==> src/rtl/adc_seq_pkg.sv <==
package adc_seq_pkg;

  // Sequencing mode codes held in the control word
  typedef enum logic [1:0] {
    MODE_SINGLE = 2'b00,
    MODE_UPDATE = 2'b01,
    MODE_ADV    = 2'b10,
    MODE_BASIC  = 2'b11
  } seq_mode_e;

  // Register select codes
  localparam logic [1:0] ADDR_CTRL = 2'd0;
  localparam logic [1:0] ADDR_DIV  = 2'd1;
  localparam logic [1:0] ADDR_GAIN = 2'd2;

  // Fixed control-word bit positions above the forwarded half-word
  localparam int CFG_W    = 16;
  localparam int GO_BIT   = 16;
  localparam int CFG_BIT  = 17;
  localparam int SCAN_BIT = 18;

  // Width of one per-channel slot in the gain word
  localparam int NYB_W = 4;

endpackage

==> src/rtl/adc_seq_regs.sv <==
module adc_seq_regs
  import adc_seq_pkg::*;
#(
  parameter int NUM_CH = 8,
  parameter int DIV_W  = 16,
  parameter int GAIN_W = 3
) (
  input  logic                      clk,
  input  logic                      rst_n,
  input  logic                      wr_en,
  input  logic [1:0]                wr_addr,
  input  logic [31:0]               wr_data,
  output logic                      go_pulse,
  output logic                      stop_pulse,
  output seq_mode_e                 mode,
  output logic [$clog2(NUM_CH)-1:0] last_ch,
  output logic                      com,
  output logic [GAIN_W-1:0]         gain,
  output logic                      scan,
  output logic [DIV_W-1:0]          div,
  output logic [NYB_W*NUM_CH-1:0]   gain_word,
  output logic                      cfg_load,
  output logic [CFG_W-1:0]          cfg_word
);

  localparam int CH_W     = $clog2(NUM_CH);
  localparam int GW_W     = NYB_W * NUM_CH;
  localparam int COM_POS  = CH_W;
  localparam int GAIN_LSB = CH_W + 1;
  localparam int MODE_LSB = GAIN_LSB + GAIN_W;

  logic      ctrl_wr;
  logic      upd_pulse;
  seq_mode_e wr_mode;

  assign ctrl_wr    = wr_en && (wr_addr == ADDR_CTRL);
  assign wr_mode    = seq_mode_e'(wr_data[MODE_LSB +: 2]);
  assign upd_pulse  = ctrl_wr && (wr_mode == MODE_UPDATE);
  assign go_pulse   = ctrl_wr && !upd_pulse && wr_data[GO_BIT];
  assign stop_pulse = ctrl_wr && !upd_pulse && !wr_data[GO_BIT];

  always_ff @(posedge clk) begin
    if (!rst_n) begin
      mode      <= MODE_SINGLE;
      last_ch   <= '0;
      com       <= 1'b0;
      gain      <= '0;
      scan      <= 1'b0;
      div       <= '0;
      gain_word <= '0;
      cfg_load  <= 1'b0;
      cfg_word  <= '0;
    end else begin
      cfg_load <= ctrl_wr && wr_data[CFG_BIT];
      if (ctrl_wr && wr_data[CFG_BIT]) cfg_word <= wr_data[CFG_W-1:0];
      if (ctrl_wr) begin
        last_ch <= wr_data[CH_W-1:0];
        com     <= wr_data[COM_POS];
        gain    <= wr_data[GAIN_LSB +: GAIN_W];
        if (upd_pulse) begin
          mode <= MODE_BASIC;
        end else begin
          mode <= wr_mode;
          scan <= wr_data[SCAN_BIT];
        end
      end
      if (wr_en && (wr_addr == ADDR_DIV))  div       <= wr_data[DIV_W-1:0];
      if (wr_en && (wr_addr == ADDR_GAIN)) gain_word <= wr_data[GW_W-1:0];
    end
  end

  // the forwarded half-word is the one written with the config bit
  p_cfg_copy_r11: assert property (@(posedge clk) disable iff (!rst_n)
    (ctrl_wr && wr_data[CFG_BIT]) |=> (cfg_load && (cfg_word == $past(wr_data[CFG_W-1:0]))));

  // an update write leaves the scan setting alone
  p_upd_keeps_scan_r7: assert property (@(posedge clk) disable iff (!rst_n)
    upd_pulse |=> $stable(scan));

endmodule

==> src/rtl/adc_seq_rate.sv <==
module adc_seq_rate #(
  parameter int DIV_W = 16
) (
  input  logic             clk,
  input  logic             rst_n,
  input  logic             go_pulse,
  input  logic             stop_pulse,
  input  logic [DIV_W-1:0] div,
  output logic             start_evt
);

  logic             running;
  logic [DIV_W-1:0] cnt;

  // Divider step: wraps to zero once the period is reached
  function automatic logic [DIV_W-1:0] next_count(input logic [DIV_W-1:0] c,
                                                  input logic [DIV_W-1:0] d);
    if (d == '0) return '0;
    return (c >= d - DIV_W'(1)) ? '0 : c + DIV_W'(1);
  endfunction

  assign start_evt = running && (cnt == '0);

  always_ff @(posedge clk) begin
    if (!rst_n) begin
      running <= 1'b0;
      cnt     <= '0;
    end else if (stop_pulse) begin
      running <= 1'b0;
      cnt     <= '0;
    end else if (go_pulse) begin
      running <= 1'b1;
      cnt     <= '0;
    end else if (running) begin
      if (start_evt && (div == '0)) running <= 1'b0;
      else                          cnt     <= next_count(cnt, div);
    end
  end

  // a zero divisor gives one start and then idles
  p_oneshot_r3: assert property (@(posedge clk) disable iff (!rst_n)
    (start_evt && (div == '0) && !go_pulse) |=> !running);

  // with a period above one, starts are never back to back
  p_spacing_r2: assert property (@(posedge clk) disable iff (!rst_n)
    (start_evt && (div > DIV_W'(1)) && !go_pulse) |=> !start_evt);

  // a stop write halts the divider
  p_stop_idle_r12: assert property (@(posedge clk) disable iff (!rst_n)
    stop_pulse |=> (!running && (cnt == '0)));

endmodule

==> src/rtl/adc_seq_chan.sv <==
module adc_seq_chan
  import adc_seq_pkg::*;
#(
  parameter int NUM_CH = 8,
  parameter int GAIN_W = 3
) (
  input  logic                      clk,
  input  logic                      rst_n,
  input  logic                      clear,
  input  logic                      start_evt,
  input  seq_mode_e                 mode,
  input  logic [$clog2(NUM_CH)-1:0] last_ch,
  input  logic                      com,
  input  logic [GAIN_W-1:0]         gain,
  input  logic                      scan,
  input  logic [NYB_W*NUM_CH-1:0]   gain_word,
  output logic                      req_valid,
  output logic [$clog2(NUM_CH)-1:0] req_ch,
  output logic [GAIN_W-1:0]         req_gain,
  output logic                      req_diff,
  output logic                      overrun
);

  localparam int CH_W = $clog2(NUM_CH);
  localparam int GW_W = NYB_W * NUM_CH;

  logic            busy, busy_n;
  logic [CH_W-1:0] bptr, bptr_n;
  logic [CH_W-1:0] ptr, ptr_n;
  logic            emit_v;
  logic [CH_W-1:0] emit_ch;
  logic [CH_W-1:0] seq_now;
  logic            ovr_n;
  logic            burst_mode;

  // Pointer left beyond a shortened range restarts at channel 0
  function automatic logic [CH_W-1:0] clip_ptr(input logic [CH_W-1:0] p,
                                               input logic [CH_W-1:0] last);
    return (p > last) ? '0 : p;
  endfunction

  function automatic logic [CH_W-1:0] step_ch(input logic [CH_W-1:0] c,
                                              input logic [CH_W-1:0] last);
    return (c >= last) ? '0 : c + CH_W'(1);
  endfunction

  // Advanced mode reads the low GAIN_W bits of the channel's nybble
  function automatic logic [GAIN_W-1:0] pick_gain(input seq_mode_e m,
                                                  input logic [CH_W-1:0] c,
                                                  input logic [GAIN_W-1:0] g,
                                                  input logic [GW_W-1:0] w);
    if (m == MODE_ADV) return w[c*NYB_W +: GAIN_W];
    return g;
  endfunction

  assign burst_mode = scan && (last_ch != '0);
  assign seq_now    = clip_ptr(ptr, last_ch);

  always_comb begin
    emit_v  = 1'b0;
    emit_ch = '0;
    busy_n  = busy;
    bptr_n  = bptr;
    ptr_n   = ptr;
    ovr_n   = 1'b0;
    if (clear) begin
      busy_n = 1'b0;
      bptr_n = '0;
      ptr_n  = '0;
    end else begin
      if (busy) begin
        emit_v  = 1'b1;
        emit_ch = bptr;
        if (bptr >= last_ch) begin
          busy_n = 1'b0;
          bptr_n = '0;
        end else begin
          bptr_n = bptr + CH_W'(1);
        end
      end
      if (start_evt) begin
        if (busy) begin
          ovr_n = 1'b1;
        end else if (burst_mode) begin
          emit_v  = 1'b1;
          emit_ch = '0;
          busy_n  = 1'b1;
          bptr_n  = CH_W'(1);
        end else begin
          emit_v = 1'b1;
          if (mode == MODE_SINGLE) begin
            emit_ch = last_ch;
          end else begin
            emit_ch = seq_now;
            ptr_n   = step_ch(seq_now, last_ch);
          end
        end
      end
    end
  end

  always_ff @(posedge clk) begin
    if (!rst_n) begin
      busy      <= 1'b0;
      bptr      <= '0;
      ptr       <= '0;
      req_valid <= 1'b0;
      req_ch    <= '0;
      req_gain  <= '0;
      req_diff  <= 1'b0;
      overrun   <= 1'b0;
    end else begin
      busy      <= busy_n;
      bptr      <= bptr_n;
      ptr       <= ptr_n;
      req_valid <= emit_v;
      overrun   <= ovr_n;
      if (emit_v) begin
        req_ch   <= emit_ch;
        req_gain <= pick_gain(mode, emit_ch, gain, gain_word);
        req_diff <= ~com;
      end
    end
  end

  // an open burst keeps emitting on every cycle
  p_burst_cont_r8: assert property (@(posedge clk) disable iff (!rst_n)
    (busy && !clear) |=> req_valid);

  // a start during a burst is flagged
  p_overrun_flag_r9: assert property (@(posedge clk) disable iff (!rst_n)
    (start_evt && busy && !clear) |=> overrun);

  // the flag only follows a busy cycle
  p_overrun_cause_r9: assert property (@(posedge clk) disable iff (!rst_n)
    overrun |-> $past(busy));

  // clearing ends the burst and suppresses the request
  p_clear_quiet_r12: assert property (@(posedge clk) disable iff (!rst_n)
    clear |=> (!req_valid && !busy && (ptr == '0)));

  // a lone start in fixed mode converts the programmed channel
  p_single_ch_r4: assert property (@(posedge clk) disable iff (!rst_n)
    (start_evt && !busy && !clear && !burst_mode && (mode == MODE_SINGLE))
      |=> (req_valid && (req_ch == $past(last_ch))));

endmodule

==> src/rtl/adc_scan_sequencer.sv <==
module adc_scan_sequencer
  import adc_seq_pkg::*;
#(
  parameter int NUM_CH = 8,
  parameter int DIV_W  = 16,
  parameter int GAIN_W = 3
) (
  input  logic                      clk,
  input  logic                      rst_n,
  input  logic                      wr_en,
  input  logic [1:0]                wr_addr,
  input  logic [31:0]               wr_data,
  output logic                      req_valid,
  output logic [$clog2(NUM_CH)-1:0] req_ch,
  output logic [GAIN_W-1:0]         req_gain,
  output logic                      req_diff,
  output logic                      overrun,
  output logic                      cfg_load,
  output logic [15:0]               cfg_word
);

  localparam int CH_W = $clog2(NUM_CH);
  localparam int GW_W = NYB_W * NUM_CH;

  logic              go_pulse;
  logic              stop_pulse;
  logic              seq_clear;
  logic              start_evt;
  seq_mode_e         mode;
  logic [CH_W-1:0]   last_ch;
  logic              com;
  logic [GAIN_W-1:0] gain;
  logic              scan;
  logic [DIV_W-1:0]  div;
  logic [GW_W-1:0]   gain_word;

  assign seq_clear = go_pulse | stop_pulse;

  adc_seq_regs #(.NUM_CH(NUM_CH), .DIV_W(DIV_W), .GAIN_W(GAIN_W)) u_regs (
    .clk        (clk),
    .rst_n      (rst_n),
    .wr_en      (wr_en),
    .wr_addr    (wr_addr),
    .wr_data    (wr_data),
    .go_pulse   (go_pulse),
    .stop_pulse (stop_pulse),
    .mode       (mode),
    .last_ch    (last_ch),
    .com        (com),
    .gain       (gain),
    .scan       (scan),
    .div        (div),
    .gain_word  (gain_word),
    .cfg_load   (cfg_load),
    .cfg_word   (cfg_word)
  );

  adc_seq_rate #(.DIV_W(DIV_W)) u_rate (
    .clk        (clk),
    .rst_n      (rst_n),
    .go_pulse   (go_pulse),
    .stop_pulse (stop_pulse),
    .div        (div),
    .start_evt  (start_evt)
  );

  adc_seq_chan #(.NUM_CH(NUM_CH), .GAIN_W(GAIN_W)) u_chan (
    .clk        (clk),
    .rst_n      (rst_n),
    .clear      (seq_clear),
    .start_evt  (start_evt),
    .mode       (mode),
    .last_ch    (last_ch),
    .com        (com),
    .gain       (gain),
    .scan       (scan),
    .gain_word  (gain_word),
    .req_valid  (req_valid),
    .req_ch     (req_ch),
    .req_gain   (req_gain),
    .req_diff   (req_diff),
    .overrun    (overrun)
  );

endmodule

==> config.mk <==
export PLATFORM = sky130hd
export DESIGN_NAME = adc_scan_sequencer
export DESIGN_NICKNAME = d
export VERILOG_FILES = /design/src/rtl/adc_seq_pkg.sv /design/src/rtl/adc_seq_regs.sv /design/src/rtl/adc_seq_rate.sv /design/src/rtl/adc_seq_chan.sv /design/src/rtl/adc_scan_sequencer.sv
export SDC_FILE = /design/constraint.sdc
export NUM_CORES = 1
export LEC_CHECK = 0
export BUFFER_PORTS_ARGS = -buffer_cell sky130_fd_sc_hd__buf_4
export CAP_MARGIN = 20
export CORE_MARGIN = 5
export CORE_UTILIZATION = 59
export DETAILED_ROUTE_END_ITERATION = 8
export GPL_TIMING_DRIVEN = 1
export HOLD_SLACK_MARGIN = 0.12
export PLACE_DENSITY = 0.8
export SLEW_MARGIN = 30
export SYNTH_ARGS = -nofsm -noshare
export SYNTH_HDL_FRONTEND = slang
export SYNTH_HIERARCHICAL = 1
export SYNTH_SLANG_ARGS = --single-unit
export TNS_END_PERCENT = 5
==> constraint.sdc <==
create_clock -name clk -period 4 [get_ports clk]
set_input_delay 0.2 -clock clk [delete_from_list [all_inputs] [get_ports clk]]
set_output_delay 0.2 -clock clk [all_outputs]
set_load 0.005 [all_outputs]
==> results by group <==
Outcome
  • Status: finished clean

Cells and area
  • Final Net Count: 758
  • Area of the multi-input gates: between 3000 and 4000 µm²
  • Ant diodes: 0
  • Most frequent cells in the layout: 124 x nand2_1, 100 x dfxtp_1, 61 x buf_4
  • Fillers: 662
  • Most common cell after layout, fill and taps aside: nand2_1
  • FF/Latch Area: 2000 µm²
  • Share of cells above drive strength 1: 0.142
  • Area delta synth->final: 16.8%
  • Layout Cells excl Fill: 804

Drt
  • Routed via count: 4,693
  • WL/cell: around 16 µm
  • DRT met1 WL: 5600 µm
  • Final WL: 12,600 µm
  • Metal2 WL: 6290 µm
  • DR iter-0 viols: around 300
  • Vias per cell: 5.84
  • Number of antenna-violating nets in the routed design: 0
  • # DRC: 0
  • Uppermost layer routed: met4
  • Met3 wire len: 587 µm
  • DR pass1 iterations: 5

Pwr
  • Gate power share: 0.143
  • Tot Pwr: between 1.5 and 2 mW
  • Flop pwr share: 0.538
  • Worst vdd ir: 0.207 mV
  • Sw frac: 0.281
  • Clock power frac: 0.319
  • NetSw: 541 µW
  • Int Power: approximately 1.4 mW
  • P per Cell Area: about 310 nW/µm²
  • Pleak: between 2 and 2.5 nW

STA
  • Setup TNS: 0 ns
  • Setup violations, final: 0
  • Worst Skew: 0.0138 ns
  • Tmin final: around 3.7 ns
  • Rel. slew slack: 0.398
  • RSZ-0062 raised after global routing: no
  • Period utilization: 0.934
  • Fmax: 0.268 GHz
  • Slew Limit Fails: 0
  • Hold WS: 0.420 ns
  • Slew @ Worst Pin: 0.900 ns
  • Hold violation count in the final report: 0

Clock network
  • Skew-Pair Late Insertion Delay: ~0.36 ns
  • Clock Pin Slew Worst Setup and Hold Paths: 0.11 ns
  • Cts bufs inserted: 9
  • Post-CTS Hold Buffers: 28
  • PostCTS Resize Cnt: 0
  • H-Tree Depth: 3
  • CTS tree: built
  • Clk buf depth: 2
  • Post-CTS setup buffer count: 0
  • Clk sinks: 100
  • CTS Root Cell: clkbuf_8

GRT
  • Remaining global-route overflow: 0
  • Vias in the first global route: 4,530
  • Global Route Usage Sum: 0.228
  • Wire length of the first global-routing pass: between 20,000 and 25,000 µm
  • Initial antenna violation count: 0
  • Largest net degree at the start of global routing: between 90 and 100

Synth
  • Mapped Cells: 621
  • Yosys warning total: 6
  • Avg Cell Area, Syn: about 8.6 µm²
  • Cell Area, Synth: between 5000 and 6000 µm²
  • Syn nets: 688

Setup path
  • Critical path type: register to register
  • CP arrival: 4.00 ns
  • Worst setup SP type: register
  • CP Data Required Time: 4.27 ns
  • CP max FO: 13
  • CP startpoint: u_regs/div[5]
  • CP Capture Type: register
  • Reg-to-Reg Start: u_regs/div[5]

Floorplan
  • Die ar.: about 11,000 µm²
  • Row count: 34
  • Core area: 8760 µm²
  • Io pins: 63
  • Die H: 105 µm
  • Die W: 105 µm
  • Initial core utilization: 0.608

Placed design
  • Port bufs: 58
  • RD Place Congestion: 0.867
  • DP Cell Count: 760
  • Post-DP HPWL: 8950 µm

Worst hold path
  • Hold Path Class: primary input to register
  • Worst hold start: wr_addr[1]

Run
  • Total of max-cap violations: 0
## area by class of cell
| class | instances | share of cell area |
|---|---|---|
| inverter | 16 | 0.00964 |
| tap | 108 | 0.0217 |
| clock inverter | 6 | 0.00884 |
| clock buffer | 10 | 0.0205 |
| sequential | 100 | 0.321 |
| timing repair buffer | 89 | 0.119 |
| multi-input combinational | 475 | 0.499 |
## flip-flops by register name, indices dropped and copies added (netlist names), 2 cells and up
name and flops:
u_regs/last_ch 3, u_regs/div 16, u_chan/bptr 3, u_regs/gain 3, u_chan/req_ch 3, u_regs/mode 2, u_regs/cfg_word 16, u_rate/cnt 16
u_chan/ptr 3, u_regs/gain_word 24, u_chan/req_gain 3
## worst max-delay path: stages (launching register included)
cell	delay, ns
dfxtp_1	0.36
or4_1	0.53
nand2b_1	0.18
or2_2	0.32
or4_1	0.42
xor2_1	0.16
ha_1	0.30
a21oi_1	0.16
o21a_1	0.14
o221ai_1	0.11
a211oi_1	0.20
buf_4	0.24
nand3_2	0.19
o311ai_1	0.34
## through the flow
| step | setup WS [ns] | instance area, µm² | util |
|---|---|---|---|
| global route | 0.0361 | 6230 | 0.711 |
| global placement | 0.439 | 5770 | 0.658 |
| detailed placement | 0.314 | 5770 | 0.658 |
| finish | 0.265 | 6230 | 0.711 |
| floorplan | 0.575 | 5330 | - |
| CTS | 0.268 | 6230 | 0.711 |
## layer usage
layer,GRT usage,vias to the layer above
met5,0,-
met4,0.0712,0
met3,0.0450,13
met2,0.384,127
met1,0.295,2232
li1,-,2321
## power by group through the flow
stage               combinational (mW)  clock, mW  sequential [mW]
finish                           0.275      0.614             1.03
global route                     0.304      0.669             1.04
CTS                              0.273      0.631             1.03
detailed placement               0.250          0             1.06
global placement                 0.238          0             1.06
floorplan                        0.174          0             1.05
## path summary, 6_finish.rpt
check | to | slack (ns) | depth (start not counted)
hold reg to reg | u_regs/cfg_word[14] | 0.47 | 2
hold / removal | u_regs/gain[2] | 0.42 | 5
setup reg to reg | u_rate/cnt[8] | 0.26 | 13
setup / recovery | u_rate/cnt[8] | 0.26 | 13
Power figures use the tool's default switching activity.
